File: config.mk
export PLATFORM = sky130hd
export DESIGN_NAME = spec_load_table
export DESIGN_NICKNAME = d
export VERILOG_FILES = /design/src/rtl/slt_pkg.sv /design/src/rtl/slt_array.sv /design/src/rtl/slt_ctrl.sv /design/src/rtl/spec_load_table.sv
export SDC_FILE = /design/constraint.sdc
export NUM_CORES = 2
export LEC_CHECK = 0
export BUFFER_PORTS_ARGS = -buffer_cell sky130_fd_sc_hd__buf_4
export CAP_MARGIN = 20
export CORE_ASPECT_RATIO = 0.6
export CORE_MARGIN = 2
export CORE_UTILIZATION = 55
export CTS_CLUSTER_SIZE = 14
export DETAILED_ROUTE_END_ITERATION = 7
export PLACE_DENSITY = 0.76
export SETUP_SLACK_MARGIN = 0.3
export SLEW_MARGIN = 30
export SYNTH_ARGS = -nofsm -noshare
export SYNTH_HDL_FRONTEND = slang
export SYNTH_SLANG_ARGS = --single-unit
File: constraint.sdc
create_clock -name clk -period 8.35 [get_ports clk]
set_input_delay 0 -clock clk [delete_from_list [all_inputs] [get_ports clk]]
set_output_delay 0 -clock clk [all_outputs]
set_load 0.02 [all_outputs]
File: src/rtl/slt_pkg.sv
package slt_pkg;

  localparam int NUM_WAYS = 2;

  // Update strobes from control to datapath for one cycle.
  typedef struct packed {
    logic flushAll;
    logic killEn;
    logic allocEn;
    logic allocWay;
    logic clrEn;
    logic clrWay;
  } sltStrobe_t;

endpackage

File: src/rtl/slt_array.sv
module slt_array
  import slt_pkg::*;
#(
  parameter int NUM_SETS = 16,
  parameter int REG_W    = 7,
  parameter int ADDR_W   = 32
) (
  input  logic                clk,
  input  logic                rstN,
  input  sltStrobe_t          strobe,
  input  logic [REG_W-1:0]    ldReg,
  input  logic [ADDR_W-1:0]   ldAddr,
  input  logic [1:0]          ldSize,
  input  logic [ADDR_W-1:0]   stAddr,
  input  logic [1:0]          stSize,
  input  logic [REG_W-1:0]    chkReg,
  output logic [NUM_WAYS-1:0] ldSetValid,
  output logic [NUM_WAYS-1:0] ldSetKill,
  output logic [NUM_WAYS-1:0] ldMatch,
  output logic                ldSetLru,
  output logic [NUM_WAYS-1:0] chkMatch,
  output logic                sameSet
);

  localparam int SET_W = $clog2(NUM_SETS);

  logic                vld   [NUM_SETS][NUM_WAYS];
  logic [REG_W-1:0]    eReg  [NUM_SETS][NUM_WAYS];
  logic [ADDR_W-1:0]   eAddr [NUM_SETS][NUM_WAYS];
  logic [1:0]          eSize [NUM_SETS][NUM_WAYS];
  logic                lruBit[NUM_SETS];
  logic [NUM_WAYS-1:0] ovl   [NUM_SETS];

  logic [SET_W-1:0] ldSet;
  logic [SET_W-1:0] chkSet;

  assign ldSet   = ldReg[SET_W-1:0];
  assign chkSet  = chkReg[SET_W-1:0];
  assign sameSet = (ldSet == chkSet);

  // Byte ranges [aLo, aLo+2^aSz) and [bLo, bLo+2^bSz) share a byte.
  function automatic logic overlaps(input logic [ADDR_W-1:0] aLo, input logic [1:0] aSz,
                                    input logic [ADDR_W-1:0] bLo, input logic [1:0] bSz);
    logic [ADDR_W:0] aLen, bLen, aEnd, bEnd;
    aLen = '0;
    bLen = '0;
    aLen[3:0] = 4'd1 << aSz;
    bLen[3:0] = 4'd1 << bSz;
    aEnd = {1'b0, aLo} + aLen;
    bEnd = {1'b0, bLo} + bLen;
    return ({1'b0, aLo} < bEnd) && ({1'b0, bLo} < aEnd);
  endfunction

  always_comb begin
    for (int s = 0; s < NUM_SETS; s++) begin
      for (int w = 0; w < NUM_WAYS; w++) begin
        ovl[s][w] = overlaps(eAddr[s][w], eSize[s][w], stAddr, stSize);
      end
    end
  end

  always_comb begin
    for (int w = 0; w < NUM_WAYS; w++) begin
      ldSetValid[w] = vld[ldSet][w];
      ldSetKill[w]  = ovl[ldSet][w];
      ldMatch[w]    = vld[ldSet][w] && (eReg[ldSet][w] == ldReg);
      chkMatch[w]   = vld[chkSet][w] && (eReg[chkSet][w] == chkReg);
    end
    ldSetLru = lruBit[ldSet];
  end

  // Valid and LRU state: later assignments take priority (kill, clear, alloc).
  always_ff @(posedge clk) begin
    if (!rstN) begin
      for (int s = 0; s < NUM_SETS; s++) begin
        lruBit[s] <= 1'b0;
        for (int w = 0; w < NUM_WAYS; w++) vld[s][w] <= 1'b0;
      end
    end else if (strobe.flushAll) begin
      for (int s = 0; s < NUM_SETS; s++) begin
        for (int w = 0; w < NUM_WAYS; w++) vld[s][w] <= 1'b0;
      end
    end else begin
      if (strobe.killEn) begin
        for (int s = 0; s < NUM_SETS; s++) begin
          for (int w = 0; w < NUM_WAYS; w++) begin
            if (ovl[s][w]) vld[s][w] <= 1'b0;
          end
        end
      end
      if (strobe.clrEn) vld[chkSet][strobe.clrWay] <= 1'b0;
      if (strobe.allocEn) begin
        vld[ldSet][strobe.allocWay] <= 1'b1;
        lruBit[ldSet]               <= ~strobe.allocWay;
      end
    end
  end

  // Entry payload needs no reset: it is only read behind a valid bit.
  always_ff @(posedge clk) begin
    if (strobe.allocEn && !strobe.flushAll) begin
      eReg [ldSet][strobe.allocWay] <= ldReg;
      eAddr[ldSet][strobe.allocWay] <= ldAddr;
      eSize[ldSet][strobe.allocWay] <= ldSize;
    end
  end

endmodule

File: src/rtl/slt_ctrl.sv
module slt_ctrl
  import slt_pkg::*;
(
  input  logic                flush,
  input  logic                ldValid,
  input  logic                stValid,
  input  logic                chkValid,
  input  logic                chkClear,
  input  logic [NUM_WAYS-1:0] ldSetValid,
  input  logic [NUM_WAYS-1:0] ldSetKill,
  input  logic [NUM_WAYS-1:0] ldMatch,
  input  logic                ldSetLru,
  input  logic [NUM_WAYS-1:0] chkMatch,
  input  logic                sameSet,
  output sltStrobe_t          strobe,
  output logic                chkHit
);

  logic                hit;
  logic                clrEn;
  logic                clrWay;
  logic [NUM_WAYS-1:0] clrHere;
  logic [NUM_WAYS-1:0] live;
  logic [NUM_WAYS-1:0] liveMatch;
  logic                allocWay;

  assign hit    = chkValid && (|chkMatch);
  assign clrEn  = hit && chkClear;
  assign clrWay = chkMatch[1];

  generate
    for (genvar w = 0; w < NUM_WAYS; w++) begin : g_live
      assign clrHere[w]   = clrEn && sameSet && (clrWay == w[0]);
      assign live[w]      = ldSetValid[w] && !(stValid && ldSetKill[w]) && !clrHere[w];
      assign liveMatch[w] = ldMatch[w] && live[w];
    end
  endgenerate

  // Way choice after this cycle's kills and clears: same register, free way, LRU.
  always_comb begin
    if (|liveMatch)    allocWay = liveMatch[1];
    else if (!live[0]) allocWay = 1'b0;
    else if (!live[1]) allocWay = 1'b1;
    else               allocWay = ldSetLru;
  end

  always_comb begin
    strobe.flushAll = flush;
    strobe.killEn   = stValid;
    strobe.allocEn  = ldValid;
    strobe.allocWay = allocWay;
    strobe.clrEn    = clrEn;
    strobe.clrWay   = clrWay;
  end

  assign chkHit = hit;

endmodule

File: src/rtl/spec_load_table.sv
module spec_load_table
  import slt_pkg::*;
#(
  parameter int NUM_SETS = 16,
  parameter int REG_W    = 7,
  parameter int ADDR_W   = 32
) (
  input  logic              clk,
  input  logic              rstN,
  input  logic              flush,
  input  logic              ldValid,
  input  logic [REG_W-1:0]  ldReg,
  input  logic [ADDR_W-1:0] ldAddr,
  input  logic [1:0]        ldSize,
  input  logic              stValid,
  input  logic [ADDR_W-1:0] stAddr,
  input  logic [1:0]        stSize,
  input  logic              chkValid,
  input  logic [REG_W-1:0]  chkReg,
  input  logic              chkClear,
  output logic              chkHit
);

  sltStrobe_t          strobe;
  logic [NUM_WAYS-1:0] ldSetValid;
  logic [NUM_WAYS-1:0] ldSetKill;
  logic [NUM_WAYS-1:0] ldMatch;
  logic                ldSetLru;
  logic [NUM_WAYS-1:0] chkMatch;
  logic                sameSet;

  slt_array #(.NUM_SETS(NUM_SETS), .REG_W(REG_W), .ADDR_W(ADDR_W)) u_array (
    .clk(clk), .rstN(rstN), .strobe(strobe),
    .ldReg(ldReg), .ldAddr(ldAddr), .ldSize(ldSize),
    .stAddr(stAddr), .stSize(stSize), .chkReg(chkReg),
    .ldSetValid(ldSetValid), .ldSetKill(ldSetKill), .ldMatch(ldMatch),
    .ldSetLru(ldSetLru), .chkMatch(chkMatch), .sameSet(sameSet)
  );

  slt_ctrl u_ctrl (
    .flush(flush), .ldValid(ldValid), .stValid(stValid),
    .chkValid(chkValid), .chkClear(chkClear),
    .ldSetValid(ldSetValid), .ldSetKill(ldSetKill), .ldMatch(ldMatch),
    .ldSetLru(ldSetLru), .chkMatch(chkMatch), .sameSet(sameSet),
    .strobe(strobe), .chkHit(chkHit)
  );

endmodule

==> qor.txt <==
unrepaired setup endpoints after global routing -> no
critical path data arrival time -> 8480 ps
CP startpoint -> u_array.eSize[14][1]
Avg Synthesized Cell Area -> 10.76 um2
Seq cells post-synth -> 1360
Setup crit end -> u_array.lruBit[9]
DR WL/cell -> 30.32 um
most frequent cells in the layout -> ha_1 (2116), edfxtp_1 (1312), nand2_1 (775)
max_cap viols -> 0
DRC -> 0
core footprint -> 197400 um2
final WL -> 405.4 mm
Max VDD drop -> 0.2270 mV
Final Critical Period -> 7761 ps
Data required, critical path -> 9070 ps
worst skew pair latency -> 840 ps
Starting Density -> 0.5552
share of layout cells above drive strength 1 -> 0.07327
DIE WIDTH -> 580.3 um
Max Buffers Root-to-Sink -> 4
TritonCTS Buffers -> 152
Nets -> 12880
Worst Setup Start Kind -> flip-flop
worst r2r dst -> u_array.lruBit[9]
DP HPWL -> 298.0 mm
CTS tree -> done
Final Core Density -> 0.6168
DRT Pass-1 Iters -> 6
setup violators final -> 0
crit path capture type -> flip-flop
Final Max Slew Viols -> 0
Layout Cells excl Fill -> 13370
final hold violations -> 0
Slew headroom -> 0.2211
Clock transition at path regs -> 70 ps
grt ovf -> 0
syn nets -> 12430
Post-CTS Setup Inserts -> 0
sequential fraction of the synthesis area -> 0.3683
Clock Tree Root -> clkbuf_16
number of global-route vias before repair -> 89630
Ys Warns -> 0
FF-to-FF path depth -> 26
Syn Std Cell Area -> 109600 um2
power per cell area -> 138.1 nW/um2
Rows -> 126
final clock skew -> 53.15 ps
Die ar. -> 203000 um2
via/cell ratio -> 6.911
routability cong. -> 1.037
LEAKAGE -> 47.86 nW
post-synth cell types -> 89
Num Clock Sinks -> 1360
I/O pin cnt -> 90
# port buffers -> 89
via count -> 92410
Fmax achieved -> 128.8 MHz
H-tree Lvls -> 4
Die Span Y -> 349.8 um
Max Fanout on Critical Path -> 27
Detail Route Antenna Nets -> 0
commonest non-fill, non-tap cell in the layout -> ha_1
Layout area overhead -> 11.10%
Setup CP Type -> flip-flop to flip-flop
placed cell count -> 13060
async set-reset flop share out of synthesis -> 0
Hold WC Path Type -> input pin to flip-flop
reg2reg start -> u_array.eSize[14][1]
count of mapped cells out of synthesis -> 10190
GR Util All Layers -> 0.3899
global-route wire length before repair -> 580.3 mm
flop2flop setup slack -> 590 ps
DR iter-0 viols -> 12230
Worst-Margin Slew -> 1139 ps
largest net degree at the start of global routing -> 70
Tcrit/Tclk final -> 0.9295
Post-synth EDFFs -> 1312
ys flop type -> edfxtp_1
initial antenna violation count -> 19
status -> completed
## layout make-up
type / instances / area [um2]
multi-input combinational: 8583 / 69120
fill: 15400 / 75630
clock inverter: 67 / 643.1
inverter: 144 / 540.5
timing repair buffer: 400 / 3754
antenna: 6 / 15.01
clock buffer: 187 / 4040
tap: 2624 / 3283
sequential: 1360 / 40360
## metal layers
metal	share of wire	wire length, um	track usage	up-vias
met5	0.00070	284	0.008109	-
met3	0.14	54750	0.1129	1144
li1	-	-	-	40460
met2	0.41	166800	0.5719	5795
met1	0.39	159600	0.5222	45000
met4	0.059	23970	0.2033	10
## per-stage QoR
stage | total power [mW] | cell area (um2) | setup slack (ps) | hold slack (ps) | setup TNS [ps]
finish | 16.82 | 121800 | 588.7 | 138.7 | 0
global route | 17.28 | 121700 | 436.7 | 164.4 | 0
CTS | 16.74 | 121700 | 692.7 | 81.33 | 0
detailed placement | 10.17 | 116500 | -53.49 | 332.3 | -1617
global placement | 10.05 | 116400 | 36.28 | 332.7 | 0
floorplan | 8.930 | 109600 | 209.4 | 98.87 | 0
## where the power goes
group | leakage [nW] | switching (mW) | internal (mW)
Sequential | 12.2 | 0.0433 | 7.52
Clock | 2.28 | 2.89 | 3.77
Combinational | 33.4 | 1.75 | 0.846
## critical path, stage by stage (launching register included)
cell	delay (ps)
edfxtp_1	420
nor2_1	130
ha_1	190
fa_1	210
a21oi_1	100
o21ai_0	850
nand4_1	320
or4_1	640
nor2_1	220
xnor2_1	140
ha_1	260
a21oi_1	150
nor2b_1	70
o21ai_0	140
nand3_1	210
a2111oi_0	440
nand2_1	490
nand4_1	270
o211ai_1	130
nor4b_1	250
and4b_1	340
a21oi_1	160
o21ai_4	190
buf_12	280
buf_4	320
o21ai_0	140
dlygate4sd3_1	570
## logic make-up (layout without fill, tap and decap cells)
logic type | Yosys count | count (layout) | synth area share
mux | 130 | 130 | 0.02537
xor+xnor | 1011 | 1011 | 0.08080
flops | 1360 | 1360 | 0.3683
simple gates | 3173 | 3173 | 0.1472
other cells | 0 | 6 | 0
compound gates | 2120 | 2120 | 0.1219
buf+inv | 244 | 798 | 0.008917
fa+ha+maj | 2149 | 2149 | 0.2476
## Yosys cell counts, drive strengths merged (33+ instances only)
cell type | number | area, um2
clkbuf | 55 | 206.5
xor2 | 649 | 5684
edfxtp | 1312 | 39400
dfxtp | 48 | 960.9
nor2b | 188 | 1176
o211ai | 62 | 465.5
nor3 | 123 | 640.6
and2 | 91 | 569.3
a211oi | 115 | 863.3
and4 | 101 | 884.6
buf | 45 | 230.2
nor4 | 48 | 327.8
and3 | 197 | 1232
xnor2 | 362 | 3171
nand4 | 425 | 2665
mux4 | 118 | 2658
nand2b | 64 | 400.4
nand3 | 502 | 2512
inv | 144 | 540.5
fa | 33 | 660.6
a221oi | 47 | 411.6
a2111oi | 51 | 452.9
ha | 2116 | 26480
nor2 | 568 | 2132
nand2 | 775 | 2909
a21o | 340 | 2552
o21a | 41 | 307.8
a21oi | 734 | 3674
o21ai | 442 | 2216
## timing repair
item,CTS,global route
endpoints found under the hold margin,1300,0
gates resized for setup,0,2
setup endpoints to repair,0,36
hold buffers,55,0
## registers in the layout, summed over array words and instances, names as in the netlist
name            count
u_array.eAddr    1024
u_array.eReg      224
u_array.eSize      64
u_array.vld        32
u_array.lruBit     16
## worst min-delay path by stage
stage | startpoint | to | depth (start not counted) | slack [ps]
final | chkReg[0] | u_array.vld[3][0] | 5 | 140
after global routing | rstN | u_array.lruBit[10] | 4 | 160
after CTS | rstN | u_array.lruBit[10] | 4 | 80
after detailed placement | chkValid | chkHit | 3 | 330
after global placement | chkValid | chkHit | 3 | 330
after floorplan | ldAddr[0] | u_array.eAddr[0][0] | 0 | 100
(Power assumes the default switching activity.)
